===== src/rtl/pexc_pkg.sv =====
package pexc_pkg;

  typedef enum logic [2:0] {
    CAUSE_NONE   = 3'd0,
    CAUSE_INT    = 3'd1,
    CAUSE_IFETCH = 3'd2,
    CAUSE_ARITH  = 3'd3,
    CAUSE_DATA   = 3'd4
  } cause_e;

  // strobes from control to datapath
  typedef struct packed {
    logic takeTrap;
    logic takeRet;
    logic flush;
    logic insertInt;
    logic useAlt;
  } strobe_t;

endpackage


===== src/rtl/pexc_ctrl.sv =====
module pexc_ctrl
  import pexc_pkg::*;
(
  input  logic    clk,
  input  logic    rstN,
  input  logic    wbValid,
  input  logic    wbFault,
  input  logic    intReq,
  input  logic    eret,
  input  logic    epcSlot,
  output strobe_t st,
  output logic    superMode
);

  logic resumeAlt;
  logic trapNow;
  logic retNow;

  assign trapNow = wbValid & wbFault;
  // trap wins over a return arriving in the same cycle
  assign retNow  = eret & superMode & ~trapNow;

  always_comb begin
    st.takeTrap  = trapNow;
    st.takeRet   = retNow;
    st.flush     = trapNow | retNow;
    st.insertInt = intReq & ~superMode & ~(trapNow | retNow);
    st.useAlt    = resumeAlt;
  end

  always_ff @(posedge clk) begin
    if (!rstN) begin
      superMode <= 1'b0;
      resumeAlt <= 1'b0;
    end else begin
      if (trapNow)     superMode <= 1'b1;
      else if (retNow) superMode <= 1'b0;
      // second step of a return into a delay slot
      resumeAlt <= retNow & epcSlot;
    end
  end

endmodule


===== src/rtl/pexc_dp.sv =====
module pexc_dp
  import pexc_pkg::*;
#(
  parameter int unsigned PC_W       = 32,
  parameter int unsigned INSN_BYTES = 4,
  parameter int unsigned VECTOR     = 32'h0000_0180,
  parameter int unsigned RESET_PC   = 32'h0000_1000
) (
  input  logic            clk,
  input  logic            rstN,
  input  strobe_t         st,
  input  logic            ifFault,
  input  logic            exFault,
  input  logic            memFault,
  input  logic            idBranch,
  input  logic            idTaken,
  input  logic [PC_W-1:0] idTarget,
  output logic [PC_W-1:0] fetchPc,
  output logic            wbValid,
  output logic            wbFault,
  output logic [PC_W-1:0] wbPc,
  output logic            wbCommit,
  output logic            memWriteOk,
  output logic [PC_W-1:0] epc,
  output logic [PC_W-1:0] epcNext,
  output logic            epcSlot,
  output cause_e          excCause
);

  localparam int NST   = 4;   // decode, execute, memory, writeback
  localparam int ID_S  = 1;
  localparam int EX_S  = 2;
  localparam int MEM_S = 3;
  localparam int WB_S  = NST;
  localparam logic [PC_W-1:0] STEP   = PC_W'(INSN_BYTES);
  localparam logic [PC_W-1:0] VEC_PC = PC_W'(VECTOR);
  localparam logic [PC_W-1:0] RST_PC = PC_W'(RESET_PC);

  typedef struct packed {
    logic            vld;
    logic            flt;
    cause_e          cs;
    logic            slot;
    logic [PC_W-1:0] pc;
    logic [PC_W-1:0] alt;
  } stage_t;

  // index 0 is the record being formed in fetch
  stage_t pipe [0:NST];

  logic brInId;
  logic brTake;
  logic [PC_W-1:0] seqPc;
  logic [PC_W-1:0] nextPc;

  assign brInId = idBranch & pipe[ID_S].vld & ~pipe[ID_S].flt;
  assign brTake = brInId & idTaken;
  assign seqPc  = fetchPc + STEP;

  always_comb begin
    pipe[0].vld  = 1'b1;
    pipe[0].flt  = st.insertInt | ifFault;
    pipe[0].cs   = st.insertInt ? CAUSE_INT :
                   ifFault      ? CAUSE_IFETCH : CAUSE_NONE;
    pipe[0].slot = brInId | st.useAlt;
    pipe[0].pc   = fetchPc;
    pipe[0].alt  = st.useAlt ? epcNext :
                   brTake    ? idTarget : seqPc;
  end

  // one register per stage; the fault that a stage can raise is merged
  // as the record leaves that stage
  for (genvar s = 1; s <= NST; s++) begin : g_stage
    localparam cause_e SRC_CAUSE = (s - 1 == EX_S)  ? CAUSE_ARITH :
                                   (s - 1 == MEM_S) ? CAUSE_DATA  : CAUSE_NONE;
    logic   newFault;
    stage_t r;

    if (s - 1 == EX_S) begin : g_ex
      assign newFault = exFault & pipe[s-1].vld;
    end else if (s - 1 == MEM_S) begin : g_mem
      assign newFault = memFault & pipe[s-1].vld;
    end else begin : g_none
      assign newFault = 1'b0;
    end

    always_ff @(posedge clk) begin
      if (!rstN || st.flush) begin
        r <= '0;
      end else begin
        r.vld  <= pipe[s-1].vld;
        r.flt  <= pipe[s-1].flt | newFault;
        r.cs   <= pipe[s-1].flt ? pipe[s-1].cs :
                  newFault      ? SRC_CAUSE    : CAUSE_NONE;
        r.slot <= pipe[s-1].slot;
        r.pc   <= pipe[s-1].pc;
        r.alt  <= pipe[s-1].alt;
      end
    end

    assign pipe[s] = r;
  end

  always_comb begin
    if (st.takeTrap)     nextPc = VEC_PC;
    else if (st.takeRet) nextPc = epc;
    else if (st.useAlt)  nextPc = epcNext;
    else if (brTake)     nextPc = idTarget;
    else                 nextPc = seqPc;
  end

  always_ff @(posedge clk) begin
    if (!rstN) begin
      fetchPc  <= RST_PC;
      epc      <= '0;
      epcNext  <= '0;
      epcSlot  <= 1'b0;
      excCause <= CAUSE_NONE;
    end else begin
      fetchPc <= nextPc;
      if (st.takeTrap) begin
        epc      <= pipe[WB_S].pc;
        epcNext  <= pipe[WB_S].alt;
        epcSlot  <= pipe[WB_S].slot;
        excCause <= pipe[WB_S].cs;
      end
    end
  end

  assign wbValid    = pipe[WB_S].vld;
  assign wbFault    = pipe[WB_S].flt;
  assign wbPc       = pipe[WB_S].pc;
  assign wbCommit   = pipe[WB_S].vld & ~pipe[WB_S].flt;
  assign memWriteOk = pipe[MEM_S].vld & ~pipe[MEM_S].flt & ~memFault & ~st.flush;

endmodule


===== src/rtl/precise_exc_commit.sv =====
module precise_exc_commit
  import pexc_pkg::*;
#(
  parameter int unsigned PC_W       = 32,
  parameter int unsigned INSN_BYTES = 4,
  parameter int unsigned VECTOR     = 32'h0000_0180,
  parameter int unsigned RESET_PC   = 32'h0000_1000
) (
  input  logic            clk,
  input  logic            rstN,
  input  logic            ifFault,
  input  logic            exFault,
  input  logic            memFault,
  input  logic            intReq,
  input  logic            eret,
  input  logic            idBranch,
  input  logic            idTaken,
  input  logic [PC_W-1:0] idTarget,
  output logic [PC_W-1:0] fetchPc,
  output logic            wbCommit,
  output logic [PC_W-1:0] wbPc,
  output logic            memWriteOk,
  output logic            trap,
  output logic [PC_W-1:0] epc,
  output logic [PC_W-1:0] epcNext,
  output logic            epcSlot,
  output logic [2:0]      excCause,
  output logic            superMode
);

  strobe_t st;
  logic    wbValid;
  logic    wbFault;
  cause_e  causeQ;

  pexc_ctrl u_ctrl (
    .clk       (clk),
    .rstN      (rstN),
    .wbValid   (wbValid),
    .wbFault   (wbFault),
    .intReq    (intReq),
    .eret      (eret),
    .epcSlot   (epcSlot),
    .st        (st),
    .superMode (superMode)
  );

  pexc_dp #(
    .PC_W       (PC_W),
    .INSN_BYTES (INSN_BYTES),
    .VECTOR     (VECTOR),
    .RESET_PC   (RESET_PC)
  ) u_dp (
    .clk        (clk),
    .rstN       (rstN),
    .st         (st),
    .ifFault    (ifFault),
    .exFault    (exFault),
    .memFault   (memFault),
    .idBranch   (idBranch),
    .idTaken    (idTaken),
    .idTarget   (idTarget),
    .fetchPc    (fetchPc),
    .wbValid    (wbValid),
    .wbFault    (wbFault),
    .wbPc       (wbPc),
    .wbCommit   (wbCommit),
    .memWriteOk (memWriteOk),
    .epc        (epc),
    .epcNext    (epcNext),
    .epcSlot    (epcSlot),
    .excCause   (causeQ)
  );

  assign trap     = st.takeTrap;
  assign excCause = causeQ;

endmodule


===== config.mk =====
export PLATFORM = sky130hd
export DESIGN_NAME = precise_exc_commit
export DESIGN_NICKNAME = d
export VERILOG_FILES = /design/src/rtl/pexc_pkg.sv /design/src/rtl/pexc_ctrl.sv /design/src/rtl/pexc_dp.sv /design/src/rtl/precise_exc_commit.sv
export SDC_FILE = /design/constraint.sdc
export NUM_CORES = 1
export LEC_CHECK = 0
export BUFFER_PORTS_ARGS = -buffer_cell sky130_fd_sc_hd__buf_2
export CAP_MARGIN = 20
export CORE_AREA = 3 3 196 198
export DETAILED_ROUTE_END_ITERATION = 7
export DIE_AREA = 0 0 199 201
export PLACE_DENSITY = 0.65
export SETUP_SLACK_MARGIN = 0.4
export SKIP_LAST_GASP = 1
export SYNTH_ARGS = -nofsm -noshare
export SYNTH_HDL_FRONTEND = slang
export SYNTH_SLANG_ARGS = --single-unit

===== constraint.sdc =====
create_clock -name clk -period 3.55 [get_ports clk]
set_input_delay 0.5325 -clock clk [delete_from_list [all_inputs] [get_ports clk]]
set_output_delay 0.5325 -clock clk [all_outputs]
set_load 0.005 [all_outputs]

==> impl_metrics.prom <==
# TYPE chip_impl_metric gauge
chip_impl_info{name="timing.critical_path.to_type",value="primary output"} 1
chip_impl_metric{name="timing.hold.ws",unit="ns"} 0.219
chip_impl_metric{name="synth.lib_cells_used.distinct",unit=""} 57
chip_impl_metric{name="post-route-period-util",unit="%"} 72.1
chip_impl_metric{name="min_cycle_time_layout",unit="ns"} 2.56
chip_impl_metric{name="totalWireLength",unit="um"} 37600
chip_impl_metric{name="synth_to_final_area_change",unit="%"} 17.2
chip_impl_metric{name="dr_wl_met2",unit="um"} 17400
chip_impl_metric{name="clock_insertion_delay_worst_skew",unit="ns"} 0.53
chip_impl_info{name="clockRootBuffer",value="sky130_fd_sc_hd__clkbuf_16"} 1
chip_impl_info{name="criticalPathCategory",value="flip-flop to primary output"} 1
chip_impl_metric{name="critical_path_required",unit="ns"} 3.02
chip_impl_metric{name="initial_utilization",unit="%"} 35.1
chip_impl_metric{name="detailedPlace.worstSlack",unit="ns"} 1.19
chip_impl_metric{name="synth-warning-count",unit=""} 0
chip_impl_metric{name="maxClockFrequency",unit="GHz"} 0.391
chip_impl_info{name="synth_most_common_cell",value="sky130_fd_sc_hd__dfxtp_1"} 1
chip_impl_info{name="worst_hold_path_type",value="input pin to flip-flop"} 1
chip_impl_metric{name="postCtsSetupBuffers",unit=""} 0
chip_impl_metric{name="mappedNetlistNets",unit=""} 1334
chip_impl_metric{name="post_synth_fa_ha_maj_area_fraction",unit="%"} 0.0972
chip_impl_metric{name="grt_pass1_vias",unit=""} 8830
chip_impl_metric{name="muxShareOfSynthArea",unit="%"} 1.14
chip_impl_metric{name="drt_pre_antenna_iters",unit=""} 5
chip_impl_metric{name="yosys.area_share.simple",unit="%"} 22.5
chip_impl_info{name="postSynth.topFlopCell",value="sky130_fd_sc_hd__dfxtp_1"} 1
chip_impl_metric{name="async_flop_share",unit="%"} 0
chip_impl_metric{name="num_vias",unit=""} 8928
chip_impl_metric{name="grt_overflow",unit=""} 0
chip_impl_metric{name="avgViaCountPerCell",unit=""} 4.75
chip_impl_metric{name="synth.yosys.seq_area_share",unit="%"} 59.0
chip_impl_metric{name="clk_transition_reported_paths",unit="ns"} 0.06
chip_impl_metric{name="die_h",unit="um"} 201
chip_impl_metric{name="finalHoldViolCount",unit=""} 0
chip_impl_metric{name="die-area",unit="mm^2"} 0.0400
chip_impl_info{name="outcome",value="finished, final reports clean"} 1
chip_impl_metric{name="dr_wl_met3",unit="um"} 2770
chip_impl_metric{name="cts.hold.buffers_added",unit=""} 0
chip_impl_metric{name="post-synth-top-area-fraction",unit="%"} 59.0
chip_impl_metric{name="violation_count_after_the_first_detailed_routing_iteration",unit=""} 521
chip_impl_metric{name="layout_setup_ws",unit="ns"} 0.989
chip_impl_metric{name="yosys.area_share.xor_xnor",unit="%"} 1.02
chip_impl_metric{name="tightest_slew",unit="ns"} 0.779
chip_impl_metric{name="layout.filler_cells",unit=""} 3591
chip_impl_metric{name="total_leakage_power",unit="uW"} 0.00633
chip_impl_metric{name="floorplan_core_area",unit="mm^2"} 0.0367
chip_impl_metric{name="setup_viol",unit=""} 0
chip_impl_metric{name="grt_util_all_layers",unit="%"} 18.7
chip_impl_metric{name="clock_buffer_depth",unit=""} 3
chip_impl_metric{name="drv.max_cap_violation_count",unit=""} 0
chip_impl_metric{name="timing.critical_path.fanout_max",unit=""} 39
chip_impl_metric{name="cts_buffer_count",unit=""} 40
chip_impl_metric{name="synth-compound-area-share",unit="%"} 9.91
chip_impl_metric{name="syn-instance-count",unit=""} 1292
chip_impl_metric{name="report.power.total",unit="uW"} 9050
chip_impl_metric{name="finalMaxSlewViolations",unit=""} 0
chip_impl_metric{name="dp_hpwl",unit="um"} 27200
chip_impl_metric{name="tritoncts_num_sinks",unit=""} 379
chip_impl_metric{name="ctsResizeCount",unit=""} 0
chip_impl_metric{name="clock_skews",unit="ns"} 0.0235
chip_impl_metric{name="power.ir.vdd_worst",unit="uV"} 384
chip_impl_info{name="cts_tree",value="built"} 1
chip_impl_info{name="worst_path_max_delay_cell",value="sky130_fd_sc_hd__buf_4"} 1
chip_impl_metric{name="num_io_pins",unit=""} 177
chip_impl_metric{name="synthesis.area",unit="mm^2"} 0.0129
chip_impl_metric{name="grt_pass1_wl",unit="um"} 56200
chip_impl_info{name="yosysTopAreaCell",value="sky130_fd_sc_hd__dfxtp_1"} 1
chip_impl_info{name="ordered_cell_list_for_the_critical_path",value="nand2_2, buf_4, nand2_1, nor4b_1, buf_2"} 1
chip_impl_metric{name="drc_errors",unit=""} 0
chip_impl_metric{name="delay_of_the_slowest_critical_path_stage",unit="ns"} 0.42
chip_impl_metric{name="cts-htree-levels",unit=""} 2
chip_impl_metric{name="io_buffers",unit=""} 176
chip_impl_metric{name="detail_route.wl_per_cell",unit="um"} 20.0
chip_impl_metric{name="synth_edf_count",unit=""} 0
chip_impl_metric{name="grt_antenna_before_repair",unit=""} 0
chip_impl_metric{name="route.antenna.remaining_nets",unit=""} 0
chip_impl_metric{name="floorplan_die_width",unit="um"} 199
chip_impl_metric{name="insertedDiodeCount",unit=""} 0
chip_impl_info{name="highest_layer",value="met4"} 1
chip_impl_metric{name="met1Wirelength",unit="um"} 16400
chip_impl_info{name="timing.critical_path.from_type",value="flip-flop"} 1
chip_impl_metric{name="finalWeightedCongestion",unit=""} 0.933
chip_impl_metric{name="yosys_register_bits",unit=""} 379
chip_impl_metric{name="core.rowCount",unit=""} 70
chip_impl_info{name="rsz0062_at_grt",value="no"} 1
chip_impl_metric{name="fin_setup_tns",unit="ns"} 0
chip_impl_metric{name="worst_ep_arrival_time",unit="ns"} 2.03
chip_impl_metric{name="postSynthAreaPerCell",unit="um^2"} 9.96
chip_impl_info{name="synth.cells.most_frequent",value="sky130_fd_sc_hd__dfxtp_1 (379), sky130_fd_sc_hd__and2_1 (239), sky130_fd_sc_hd__nand2_1 (182)"} 1
chip_impl_info{name="synth_top_cells_by_area",value="sky130_fd_sc_hd__dfxtp_1 (59%), sky130_fd_sc_hd__and2_1 (12%), sky130_fd_sc_hd__nand2_1 (5.3%)"} 1
chip_impl_info{name="synth_top_family_by_area",value="simple AND/OR/NAND/NOR gates"} 1
chip_impl_metric{name="post_route_cells_drive_above_1_share",unit="%"} 19.6
chip_impl_metric{name="remaining_max_slew_budget_at_the_tightest_pin",unit="%"} 48.1
chip_impl_metric{name="cellPowerDensity",unit="mW/mm^2"} 600
chip_impl_metric{name="pin_count_of_the_biggest_net_entering_global_routing",unit=""} 126
chip_impl_metric{name="layout.nets",unit=""} 1426
==> where the power goes <==
group | switching, uW | leakage (uW) | internal, uW
clock network | 1640 | 0.000680 | 2690
registers | 68.4 | 0.00307 | 4340
logic | 190 | 0.00259 | 125
==> flip-flops by register name (all words and copies together) (netlist names) <==
register          cells
u_ctrl.resumeAlt      1
u_ctrl.superMode      1
u_dp.epc             32
u_dp.epcNext         32
u_dp.epcSlot          1
u_dp.excCause         3
u_dp.fetchPc         32
u_dp.g_stage.r      243
u_dp.wbFault          1
u_dp.wbPc            32
u_dp.wbValid          1
==> final cells by class <==
class	instances	area, um^2	share of cell area (%)
flip-flops and latches	379	7590	50.3
multi-input cells	762	4460	29.6
clock buffers	57	1190	7.86
repair buffers	192	1030	6.80
well taps	468	586	3.88
clock inverters	12	199	1.32
inverters	9	36.3	0.241
==> cells in the final DEF, fill, tap and decap left out, types with 4 or more instances in the layout <==
cell type / count
sky130_fd_sc_hd__buf_2: 176
sky130_fd_sc_hd__nor3_1: 7
sky130_fd_sc_hd__and3_1: 18
sky130_fd_sc_hd__buf_4: 14
sky130_fd_sc_hd__a31oi_1: 7
sky130_fd_sc_hd__inv_1: 6
sky130_fd_sc_hd__a211oi_1: 6
sky130_fd_sc_hd__o221ai_1: 6
sky130_fd_sc_hd__nand3_1: 18
sky130_fd_sc_hd__or3_1: 4
sky130_fd_sc_hd__a21boi_0: 71
sky130_fd_sc_hd__xnor2_1: 9
sky130_fd_sc_hd__clkbuf_16: 41
sky130_fd_sc_hd__nor2_1: 42
sky130_fd_sc_hd__a221oi_1: 8
sky130_fd_sc_hd__o21ai_0: 32
sky130_fd_sc_hd__nand2_1: 181
sky130_fd_sc_hd__o31a_1: 4
sky130_fd_sc_hd__clkbuf_8: 10
sky130_fd_sc_hd__nand4_1: 8
sky130_fd_sc_hd__nor4_1: 7
sky130_fd_sc_hd__and2_1: 239
sky130_fd_sc_hd__clkbuf_1: 6
sky130_fd_sc_hd__bufinv_16: 5
sky130_fd_sc_hd__a21o_1: 5
sky130_fd_sc_hd__mux2i_1: 9
sky130_fd_sc_hd__mux2_2: 5
sky130_fd_sc_hd__a21oi_1: 29
sky130_fd_sc_hd__xor2_1: 6
sky130_fd_sc_hd__dfxtp_1: 379
==> critical path, delay by kind of cell (launching register included) <==
kind / cells / cell delay (ns)
buf+inv: 2 / 0.59
flops: 1 / 0.33
simple gates: 3 / 0.59
==> logic make-up (layout without fill, tap and decap cells) <==
| group | after synthesis | count (layout) |
|---|---|---|
| compound gates | 185 | 185 |
| xor+xnor | 15 | 15 |
| fa+ha+maj | 1 | 1 |
| buf+inv | 151 | 270 |
| flops | 379 | 379 |
| mux | 14 | 14 |
| simple gates | 547 | 547 |
==> per-stage QoR <==
stage	utilization [%]	cells	cell area [um^2]
3_3_place_gp	37.3	1810	13700
6_report	41.1	1879	15100
2_1_floorplan	-	1292	12900
3_5_place_dp	37.3	1810	13700
4_1_cts	41.1	1879	15100
5_1_grt	41.1	1879	15100
==> layer usage <==
| metal | global-route usage, % | vias up |
|---|---|---|
| li1 | - | 4337 |
| met3 | 5.15 | 61 |
| met1 | 24.3 | 4264 |
| met5 | 0 | - |
| met4 | 5.62 | 0 |
| met2 | 30.2 | 266 |
==> worst paths after layout <==
| check | from | to | slack (ns) | depth (start not counted) |
|---|---|---|---|---|
| worst max-delay path | u_dp.wbValid$_SDFF_PN0_ | memWriteOk | 0.99 | 5 |
| worst min-delay path | ifFault | u_dp.g_stage[1].r[68]$_SDFF_PN0_ | 0.22 | 2 |
| worst max register to register | u_dp.fetchPc[9]$_SDFF_PP0_ | u_dp.fetchPc[29]$_SDFF_PP0_ | 1.13 | 5 |
| worst min register to register | u_dp.g_stage[1].r[62]$_SDFF_PN0_ | u_dp.g_stage[2].r[62]$_SDFF_PN0_ | 0.42 | 1 |
Power figures use the tool's default switching activity.
